--- src/rtl/scrub_pkg.sv ---
package scrub_pkg;
  typedef enum logic [2:0] {
    S_IDLE, S_SCAN, S_WAIT, S_FIX, S_DONE
  } scr_state_e;

  localparam logic [1:0] CHK_CLEAN = 2'b00;
  localparam logic [1:0] CHK_CORR  = 2'b01;
endpackage

--- src/rtl/scrub_mark.sv ---
module scrub_mark #(
  parameter int N      = 8,
  parameter int ADDR_W = $clog2(N)
) (
  input  logic              clk_i,
  input  logic              rst_ni,
  input  logic              busy_i,
  input  logic              acc_valid_i,
  input  logic              acc_we_i,
  input  logic [ADDR_W-1:0] acc_addr_i,
  input  logic              clr_i,
  input  logic [ADDR_W-1:0] clr_addr_i,
  output logic [N-1:0]      marks_o
);
  logic host_hit;
  assign host_hit = acc_valid_i && !busy_i;

  for (genvar i = 0; i < N; i++) begin : g_mark
    always_ff @(posedge clk_i or negedge rst_ni) begin
      if (!rst_ni)                                    marks_o[i] <= 1'b0;
      else if (host_hit && acc_addr_i == ADDR_W'(i))  marks_o[i] <= !acc_we_i;
      else if (clr_i && clr_addr_i == ADDR_W'(i))     marks_o[i] <= 1'b0;
    end
  end


  a_r1_read_marks: assert property (@(posedge clk_i) disable iff (!rst_ni)
    (host_hit && !acc_we_i) |=> marks_o[$past(acc_addr_i)]);

  a_r4_check_unmarks: assert property (@(posedge clk_i) disable iff (!rst_ni)
    clr_i |=> !marks_o[$past(clr_addr_i)]);

  a_r9_stall_no_mark: assert property (@(posedge clk_i) disable iff (!rst_ni)
    (busy_i && !clr_i) |=> $stable(marks_o));
endmodule

--- src/rtl/scrub_timer.sv ---
module scrub_timer #(
  parameter int PERIOD = 1024,
  parameter int CNT_W  = $clog2(PERIOD + 1)
) (
  input  logic clk_i,
  input  logic rst_ni,
  input  logic en_i,
  input  logic idle_i,
  output logic fire_o
);
  logic [CNT_W-1:0] cnt_q;
  logic             at_end;

  assign at_end = (cnt_q == CNT_W'(PERIOD - 1));
  assign fire_o = en_i && idle_i && at_end;

  always_ff @(posedge clk_i or negedge rst_ni) begin
    if (!rst_ni)                cnt_q <= '0;
    else if (!en_i || !idle_i)  cnt_q <= '0;
    else if (at_end)            cnt_q <= '0;
    else                        cnt_q <= cnt_q + 1'b1;
  end

  // a firing always launches a walk
  a_r10_fire_starts: assert property (@(posedge clk_i) disable iff (!rst_ni)
    fire_o |=> !idle_i);
endmodule

--- src/rtl/scrub_ctrl.sv ---
module scrub_ctrl
  import scrub_pkg::*;
#(
  parameter int N      = 8,
  parameter int DATA_W = 32,
  parameter int ADDR_W = $clog2(N)
) (
  input  logic              clk_i,
  input  logic              rst_ni,
  input  logic              start_i,
  input  logic              full_i,
  input  logic              exc_i,
  input  logic [N-1:0]      marks_i,
  output logic              arr_req_o,
  output logic              arr_we_o,
  output logic [ADDR_W-1:0] arr_addr_o,
  output logic [DATA_W-1:0] arr_wdata_o,
  input  logic              arr_rvalid_i,
  input  logic [1:0]        arr_stat_i,
  input  logic [DATA_W-1:0] arr_fix_i,
  output logic              clr_o,
  output logic              idle_o,
  output logic              busy_o,
  output logic              done_o,
  output logic              ce_o,
  output logic              ue_o,
  output logic              discard_o,
  output logic              restart_o,
  output logic              exc_o,
  output logic              exc_ue_o
);
  localparam logic [ADDR_W-1:0] LAST = ADDR_W'(N - 1);

  scr_state_e        state_q, state_d;
  logic [ADDR_W-1:0] ptr_q;
  logic              full_q, exc_q, ce_q, ue_q;
  logic [DATA_W-1:0] fix_q;
  logic              adv, last;
  logic              rd_seen_q;
  logic [ADDR_W-1:0] rd_last_q;

  assign last = (ptr_q == LAST);

  always_comb begin
    state_d   = state_q;
    arr_req_o = 1'b0;
    arr_we_o  = 1'b0;
    clr_o     = 1'b0;
    adv       = 1'b0;
    unique case (state_q)
      S_IDLE: if (start_i) state_d = S_SCAN;
      S_SCAN: begin
        if (full_q || marks_i[ptr_q]) begin
          arr_req_o = 1'b1;
          clr_o     = 1'b1;
          state_d   = S_WAIT;
        end else begin
          adv = 1'b1;
        end
      end
      S_WAIT: begin
        if (arr_rvalid_i) begin
          if (arr_stat_i == CHK_CORR) state_d = S_FIX;
          else                        adv     = 1'b1;
        end
      end
      S_FIX: begin
        arr_req_o = 1'b1;
        arr_we_o  = 1'b1;
        adv       = 1'b1;
      end
      S_DONE:  state_d = S_IDLE;
      default: state_d = S_IDLE;
    endcase
    if (adv) state_d = last ? S_DONE : S_SCAN;
  end

  always_ff @(posedge clk_i or negedge rst_ni) begin
    if (!rst_ni) begin
      state_q <= S_IDLE;
      ptr_q   <= '0;
      full_q  <= 1'b0;
      exc_q   <= 1'b0;
      ce_q    <= 1'b0;
      ue_q    <= 1'b0;
      fix_q   <= '0;
    end else begin
      state_q <= state_d;
      if (state_q == S_IDLE) begin
        if (start_i) begin
          ptr_q  <= '0;
          full_q <= full_i;
          exc_q  <= exc_i;
          ce_q   <= 1'b0;
          ue_q   <= 1'b0;
        end
      end else if (state_q != S_DONE && exc_i) begin
        exc_q <= 1'b1;
      end
      if (state_q == S_WAIT && arr_rvalid_i) begin
        fix_q <= arr_fix_i;
        if (arr_stat_i == CHK_CORR) ce_q <= 1'b1;
        if (arr_stat_i[1])          ue_q <= 1'b1;
      end
      if (adv && !last) ptr_q <= ptr_q + 1'b1;
    end
  end

  assign arr_addr_o  = ptr_q;
  assign arr_wdata_o = fix_q;
  assign idle_o      = (state_q == S_IDLE);
  assign busy_o      = !idle_o;
  assign done_o      = (state_q == S_DONE);
  assign ce_o        = ce_q;
  assign ue_o        = ue_q;
  assign discard_o   = done_o && (ce_q || ue_q);
  assign restart_o   = done_o && ce_q && !ue_q;
  assign exc_o       = done_o && exc_q;
  assign exc_ue_o    = done_o && exc_q && ue_q;

  // Order tracking for the ascending-walk check
  always_ff @(posedge clk_i or negedge rst_ni) begin
    if (!rst_ni) begin
      rd_seen_q <= 1'b0;
      rd_last_q <= '0;
    end else if (start_i && idle_o) begin
      rd_seen_q <= 1'b0;
    end else if (arr_req_o && !arr_we_o) begin
      rd_seen_q <= 1'b1;
      rd_last_q <= arr_addr_o;
    end
  end


  a_r3_ascending: assert property (@(posedge clk_i) disable iff (!rst_ni)
    (arr_req_o && !arr_we_o && rd_seen_q) |-> (arr_addr_o > rd_last_q));

  a_r5_fix_same_addr: assert property (@(posedge clk_i) disable iff (!rst_ni)
    (arr_req_o && arr_we_o) |-> (arr_addr_o == $past(arr_addr_o)));

  a_r6_done_pulse: assert property (@(posedge clk_i) disable iff (!rst_ni)
    done_o |=> !done_o);

  a_r7_no_restart_on_ue: assert property (@(posedge clk_i) disable iff (!rst_ni)
    (done_o && ue_o) |-> (discard_o && !restart_o));

  a_r11_no_wb_on_ue: assert property (@(posedge clk_i) disable iff (!rst_ni)
    (state_q == S_WAIT && arr_rvalid_i && arr_stat_i[1]) |=> !arr_we_o);
endmodule

--- src/rtl/scrub_seq.sv ---
module scrub_seq #(
  parameter int N      = 8,
  parameter int DATA_W = 32,
  parameter int PERIOD = 1024,
  parameter int ADDR_W = $clog2(N)
) (
  input  logic              clk_i,
  input  logic              rst_ni,
  input  logic              acc_valid_i,
  input  logic              acc_we_i,
  input  logic [ADDR_W-1:0] acc_addr_i,
  input  logic              trig_seq_end_i,
  input  logic              trig_ctx_i,
  input  logic              trig_exc_i,
  input  logic              tmr_en_i,
  input  logic              full_mode_i,
  output logic              arr_req_o,
  output logic              arr_we_o,
  output logic [ADDR_W-1:0] arr_addr_o,
  output logic [DATA_W-1:0] arr_wdata_o,
  input  logic              arr_rvalid_i,
  input  logic [1:0]        arr_stat_i,
  input  logic [DATA_W-1:0] arr_fix_i,
  output logic              busy_o,
  output logic              done_o,
  output logic              ce_o,
  output logic              ue_o,
  output logic              discard_o,
  output logic              restart_o,
  output logic              exc_o,
  output logic              exc_ue_o
);
  logic [N-1:0] marks;
  logic         clr, idle, tmr_fire, start;

  assign start = idle && (trig_seq_end_i || trig_ctx_i || trig_exc_i || tmr_fire);

  scrub_mark #(.N(N), .ADDR_W(ADDR_W)) i_mark (
    .clk_i, .rst_ni,
    .busy_i      (busy_o),
    .acc_valid_i, .acc_we_i, .acc_addr_i,
    .clr_i       (clr),
    .clr_addr_i  (arr_addr_o),
    .marks_o     (marks)
  );

  scrub_timer #(.PERIOD(PERIOD)) i_timer (
    .clk_i, .rst_ni,
    .en_i   (tmr_en_i),
    .idle_i (idle),
    .fire_o (tmr_fire)
  );

  scrub_ctrl #(.N(N), .DATA_W(DATA_W), .ADDR_W(ADDR_W)) i_ctrl (
    .clk_i, .rst_ni,
    .start_i   (start),
    .full_i    (full_mode_i),
    .exc_i     (trig_exc_i),
    .marks_i   (marks),
    .arr_req_o, .arr_we_o, .arr_addr_o, .arr_wdata_o,
    .arr_rvalid_i, .arr_stat_i, .arr_fix_i,
    .clr_o     (clr),
    .idle_o    (idle),
    .busy_o, .done_o, .ce_o, .ue_o,
    .discard_o, .restart_o, .exc_o, .exc_ue_o
  );


  a_r2_start_busy: assert property (@(posedge clk_i) disable iff (!rst_ni)
    (!busy_o && (trig_seq_end_i || trig_ctx_i || trig_exc_i)) |=> busy_o);
endmodule

--- config.mk ---
export PLATFORM = sky130hd
export DESIGN_NAME = scrub_seq
export DESIGN_NICKNAME = d
export VERILOG_FILES = /design/src/rtl/scrub_pkg.sv /design/src/rtl/scrub_mark.sv /design/src/rtl/scrub_timer.sv /design/src/rtl/scrub_ctrl.sv /design/src/rtl/scrub_seq.sv
export SDC_FILE = /design/constraint.sdc
export NUM_CORES = 1
export LEC_CHECK = 0
export BUFFER_PORTS_ARGS = -buffer_cell sky130_fd_sc_hd__buf_2
export CORE_ASPECT_RATIO = 1.2
export CORE_UTILIZATION = 48
export CTS_CLUSTER_DIAMETER = 80
export CTS_CLUSTER_SIZE = 16
export DETAILED_ROUTE_END_ITERATION = 10
export GPL_ROUTABILITY_DRIVEN = 1
export PLACE_DENSITY_LB_ADDON = 0.08
export SLEW_MARGIN = 5
export SYNTH_ARGS = -nofsm -noshare
export SYNTH_HDL_FRONTEND = slang
export SYNTH_SLANG_ARGS = --single-unit
--- constraint.sdc ---
create_clock -name clk_i -period 3.1 [get_ports clk_i]
set_clock_uncertainty 0.2 [all_clocks]
set_input_delay 0.775 -clock clk_i [delete_from_list [all_inputs] [get_ports clk_i]]
set_output_delay 0.775 -clock clk_i [all_outputs]
set_load 0.005 [all_outputs]
# After elaboration in Yosys (flattened, before gate mapping)
# Index checks and enable logic that the tools add are counted.
[word_totals] reg_bits=61 latch_bits=0 ramBits=0 romBits=0 input_bits=47 output_inout_bits=45 wordCells=152 memories=0
[classes] addsub=2 n_mul=0 n_div=0 n_lt_le_gt_ge=1 eq_ne=27 shifts=0 muxes=49 bitwise_logic=0 reduce_logical=57
[op_table] op="1-bit 2-to-1 mux" count=34
[op_table] op="1-bit logical AND" count=28
[op_table] op="3-bit == test (second input constant)" count=9
[op_table] op="3-bit 2-to-1 mux" count=9
[op_table] op="11-bit 2-to-1 mux" count=2
[op_table] op="2-bit nonzero test" count=11
[op_table] op="3-bit by 2-bit == test with 1-bit output (second input constant)" count=6
[op_table] op="3-bit one-hot mux with 4 select lines" count=1
[op_table] op="11-bit by 1-bit adder with 11-bit output (second input constant)" count=1
[op_table] op="11-bit by 10-bit == test with 1-bit output (second input constant)" count=1
[op_table] op="3-bit by 1-bit == test with 1-bit output (second input constant)" count=3
[op_table] op="3-bit zero test" count=3
[op_table] op="1-bit logical OR" count=6
[op_table] op="3-bit by 1-bit != test with 1-bit output (second input constant)" count=2
[op_table] op="3-bit by 2-bit != test with 1-bit output (second input constant)" count=2
[op_table] op="2-bit AND reduction" count=3
[op_table] op="1-bit zero test" count=5
[op_table] op="5-bit AND reduction" count=1
[op_table] op="3-bit by 4-bit less-than comparator with 1-bit output (second input constant)" count=1
[op_table] op="2-bit by 1-bit != test with 1-bit output (second input constant)" count=2
[op_table] op="3-bit by 1-bit adder with 3-bit output (second input constant)" count=1
[op_table] op="1-bit binary-select mux with 3-bit select" count=1
[op_table] op="3-bit != test (second input constant)" count=1
[op_table] op="1-bit one-hot mux with 3 select lines" count=1
[op_table] op="2 further kinds" count=2

# Logic depth before layout (Yosys ltp)
[logic_depth] word_depth=9 depth_mapped=7 ltp_nobuf=6

# Hierarchy
# From an unflattened synthesis, not the netlist that was laid out.
[hier_totals] hier_cells=231 area_unflattened_um2=2886.5
[modules_own_cells] module="scrub_ctrl" instances=1 cells_each=137 area_each_um2=1864.3 seq_area_each_um2=1051.0
[modules_own_cells] module="scrub_timer" instances=1 cells_each=52 area_each_um2=554.3 seq_area_each_um2=275.3
[modules_own_cells] module="scrub_mark" instances=1 cells_each=41 area_each_um2=456.7 seq_area_each_um2=200.2
[modules_own_cells] module="scrub_seq" instances=1 cells_each=1 area_each_um2=11.3 seq_area_each_um2=0.0

# Worst setup path after synthesis
# Ideal clock, no wire load.
[synth_path] kind="flip-flop to output port" startpoint="register i_ctrl.ptr_q[0], in the netlist i_ctrl.arr_addr_o[0]" endpoint="output arr_req_o" arrival_time_ns=1.658 required_time_ns=2.125 path_slack_ns=0.467 stages_incl_launch_ff=7 n_path_buf=2 path_cell_list="dfrtp_1 buf_6 mux2i_1 o22ai_1 or4_4 buf_6 a21o_2"
[synth_between] elab_chain_cells=5
[synth_rtl] item="start, declared" line_no="scrub_ctrl.sv:35" text="logic [ADDR_W-1:0] ptr_q;"
[synth_rtl] item="start signal, assigned" line_no="scrub_ctrl.sv:105" text="if (adv && !last) ptr_q <= ptr_q + 1'b1;"
[synth_rtl] item="1-bit binary-select mux with 3-bit select" line_no="scrub_ctrl.sv:53" text="if (full_q || marks_i[ptr_q]) begin"
[synth_rtl] item="1-bit 2-to-1 mux (implied by the code)" line_no="scrub_ctrl.sv:53"
[synth_rtl] item="1-bit logical OR" line_no="scrub_ctrl.sv:53"
[synth_rtl] item="1-bit 2-to-1 mux" line_no="scrub_ctrl.sv:53"
[synth_rtl] item="1-bit one-hot mux with 2 select lines" line_no="scrub_ctrl.sv:50" text="unique case (state_q)"
[synth_rtl] item="end, declared" line_no="scrub_seq.sv:17" text="output logic arr_req_o,"
# No other way between the ends. The select of a mux whose other input is x is not followed.

# Final worst setup path
# Ends and elaborated chain as after synthesis.

==> impl_table.tex <==
\begin{tabular}{lr}
\hline
Metric & Value \\
\hline
\multicolumn{2}{l}{\textbf{Outcome}} \\
Outcome & finished clean \\
\multicolumn{2}{l}{\textbf{Timing}} \\
Upper clock frequency limit & 335.4 MHz \\
Setup repair after global routing missed its margin & false \\
Final total negative setup slack & 0 ns \\
Final hold viol count & 0 \\
Slew at the pin closest to its max-slew limit & 0.6504 ns \\
Portion of the clock cycle consumed by the worst path in the final layout & 96.19\% \\
Final-report max-slew violation count & 0 \\
Worst rel slew slack & 56.55\% \\
Setup violation total in the final timing report & 0 \\
Worst-case hold slack & 0.2207 ns \\
Final worst path period need & 2.982 ns \\
\multicolumn{2}{l}{\textbf{Floorplanning}} \\
Starting utilization of the core area & 50.09\% \\
I/O pins & 92 \\
Full die area & 6267 um\^{}2 \\
Vertical die dimension & 86.53 um \\
Area of the core & 5705 um\^{}2 \\
Placement row count & 30 \\
X dimension of the die & 72.44 um \\
\multicolumn{2}{l}{\textbf{Yosys}} \\
Async set or reset register ratio after synthesis & 100.0\% \\
Post-Synthesis Cells & 240 \\
Parity-gate share of the synthesized area counting xor and xnor cells & 2.452\% \\
Area of the mapped netlist & 2858 um\^{}2 \\
Complex-gate fraction of the synthesized area & 7.618\% \\
Flip-flop cell with the highest count after synthesis & dfrtp\_1 \\
Cell types with the largest area share after synthesis & dfrtp\_1 53\%, mux2\_2 13\%, ha\_1 3.1\% \\
EDFF count, synth & 0 \\
Mux contribution to synthesized area & 15.46\% \\
Mean instance size in the synthesized netlist & 11.91 um\^{}2 \\
Number of register bits inferred by synthesis & 61 \\
Warnings, synthesis & 0 \\
Number of distinct library cells after synthesis & 48 \\
Net count of the mapped netlist & 294 \\
Fraction of the yosys area taken by sequential cells & 53.42\% \\
Basic-gate share of the synthesized area counting and, or, nand and nor cells & 14.58\% \\
Largest family of logic cells by synthesized area & multiplexers \\
Cell type contributing the most total cell area after synthesis & dfrtp\_1 \\
Portion of synthesized cell area occupied by the leading cell type & 53.42\% \\
Adder-cell share of the synthesized area & 3.065\% \\
\multicolumn{2}{l}{\textbf{Cells and area}} \\
Syn-to-layout area delta & 26.05\% \\
Inserted Diodes & 0 \\
Commonest cells after routing, fill and taps aside & 91 x buf\_2, 59 x dfrtp\_1, 33 x mux2\_2 \\
\# nets final & 391 \\
Share of cells above drive strength 1 & 45.32\% \\
Combined area of the multi-input logic cells & 1234 um\^{}2 \\
Final standard cell area without fillers & 3602 um\^{}2 \\
Most frequent standard cell in the layout excluding fill and tap cells & buf\_2 \\
Core occupancy in the finished layout & 63.14\% \\
Number of fill cells in the layout & 482 \\
Seq. cell area & 1529 um\^{}2 \\
\multicolumn{2}{l}{\textbf{Global route}} \\
Overflow left after global routing & 0 \\
Global-route usage over all layers & 20.06\% \\
Antenna violations before repair & 0 \\
Maximum number of pins on one net before global-route repair & 62 \\
Vias in the first global route & 2038 \\
Wire length of the first global-routing pass & 9404 um \\
\multicolumn{2}{l}{\textbf{Setup path}} \\
CP top delay family & simple AND/OR/NAND/NOR gates \\
Longest individual stage delay on the worst path & 0.59 ns \\
Critical path fanouts, max & 12 \\
Crit path kind & flip-flop to primary output \\
CP required & 2.12 ns \\
Category of the worst setup path launch point & flip-flop \\
Worst Setup End Kind & primary output \\
Worst path cell trace & mux2i\_1, o22ai\_1, or4\_4, a21o\_2, buf\_2 \\
Number of buffers and inverters on the critical path & 1 \\
Cell at the slowest stage of the critical path & or4\_4 \\
Endpoint arrival time on the critical path & 2.01 ns \\
\multicolumn{2}{l}{\textbf{Drt}} \\
ANT nets after route & 0 \\
Vias per Instance & 4.998 \\
Detailed-route wire length & 5743 um \\
First-pass iteration count of the detailed router & 4 \\
Number of vias in the routed layout & 2109 \\
Count of unresolved DRC violations after routing & 0 \\
Starting DRT DRC Count & 103 \\
Detailed-route wire length per cell & 13.61 um \\
\multicolumn{2}{l}{\textbf{Pwr}} \\
Overall power consumption & 3.144 mW \\
Leakage & 1.736 nW \\
Worst-case vdd ir drop & 0.5202 mV \\
Power per standard cell area & 872.8 nW/um\^{}2 \\
\multicolumn{2}{l}{\textbf{Clock tree}} \\
Clock sink total & 61 \\
H-tree depth & 3 \\
Quantity of hold-fixing buffers added after cts & 0 \\
Number of buffers inserted during clock tree synthesis & 9 \\
Source-to-sink clock delay at the later pin of the worst-skew pair & 0.34 ns \\
TritonCTS clock tree & yes \\
Clock-pin slew of the registers on the worst-case setup and hold paths & 0.06 ns \\
Post-cts repair resize count & 0 \\
Bufs on Longest Clock Path & 2 \\
Cell at the root of the clock tree & clkbuf\_8 \\
Setup bufs post-CTS & 0 \\
\multicolumn{2}{l}{\textbf{Job}} \\
Max capacitance violation total & 0 \\
\multicolumn{2}{l}{\textbf{Worst hold path}} \\
Worst hold-check path type & input pin to asynchronous set/reset pin \\
\multicolumn{2}{l}{\textbf{Placement}} \\
GPL Wtd Cong & 0.7860 \\
Area post-placement & 3403 um\^{}2 \\
Sum of net half-perimeters after detailed placement & 4104 um \\
Total of buffers placed on input and output ports & 91 \\
\hline
\end{tabular}
==> final timing paths <==
path | start | to | slack, ns | cells past startpoint
hold reg to reg | i_timer.cnt_q[0] | i_timer.cnt_q[0] | 0.26 | 1
max in group asynchronous | rst_ni | i_ctrl.arr_addr_o[0] | 2.17 | 2
hold / removal | rst_ni | i_timer.cnt_q[9] | 0.22 | 2
setup / recovery | i_ctrl.arr_addr_o[0] | arr_req_o | 0.12 | 5
min in group clk_i | i_timer.cnt_q[0] | i_timer.cnt_q[0] | 0.26 | 1
setup reg to reg | i_timer.cnt_q[0] | i_ctrl.full_q | 0.92 | 5
==> power by group <==
part / internal, mW / switching, mW / leakage (nW)
combinational: 0.638 / 0.507 / 0.870
clock: 0.374 / 0.300 / 0.101
sequential: 1.11 / 0.211 / 0.764
==> layout make-up <==
cell class,instances,share of cell area [%]
flip-flops and latches,61,42.45
multi-input cells,158,34.25
repair buffers,95,13.82
clock buffers,13,4.967
well taps,80,2.779
inverters,12,1.250
clock inverters,3,0.4863
==> synth_stat cells (4+ instances only) <==
cell       n
nand2_1   17
nand4_1    4
nand3_1    5
ha_1       7
mux2i_1    7
nor2b_1    5
nor2_1    16
a32o_1     4
nor3_1     6
mux2_2    33
xor2_1     4
xnor2_1    4
clkbuf_1   4
dfrtp_1   61
inv_1     12
==> worst reg2reg max path, stage by stage (launching register included) <==
cell     delay (ns)
dfrtp_1        0.37
ha_1           0.21
nand4_1        0.17
nor4_1         0.48
o21ai_1        0.29
mux2_2         0.34
==> metrics by stage <==
| stage | setup slack (ns) | instances |
|---|---|---|
| 3_3_place_gp | 0.4384 | 406 |
| 5_1_grt | 0.01410 | 422 |
| 3_5_place_dp | 0.4122 | 406 |
| 4_1_cts | 0.04431 | 422 |
| 6_report | 0.1182 | 422 |
| 2_1_floorplan | 0.4674 | 240 |
==> layer usage <==
layer	up-vias	track usage [%]	wire [um]
li1	1048	-	-
met1	986	25.78	2709
met2	67	30.93	2566
met3	8	5.698	357
met4	0	10.16	109
met5	-	0	0
==> flip-flops by register name, indices dropped and copies added (netlist names) <==
name and cells:
i_ctrl.arr_wdata_o 32, i_ctrl.arr_addr_o 3, i_mark.marks_o 8, i_ctrl.state_q 3
i_ctrl.ue_o 1, i_ctrl.exc_q 1, i_ctrl.full_q 1, i_ctrl.ce_o 1
i_timer.cnt_q 11
==> cells by family (layout without fill, tap and decap cells) <==
kind of cell | count (synthesis) | count (layout)
adders and majority gates | 7 | 7
AOI/OAI and AO/OA | 27 | 27
and+or+nand+nor | 76 | 76
muxes | 40 | 40
buffers and inverters | 21 | 123
DFF | 61 | 61
xor gates and xnor gates | 8 | 8
No activity file was read; power rests on OpenSTA's default activity.
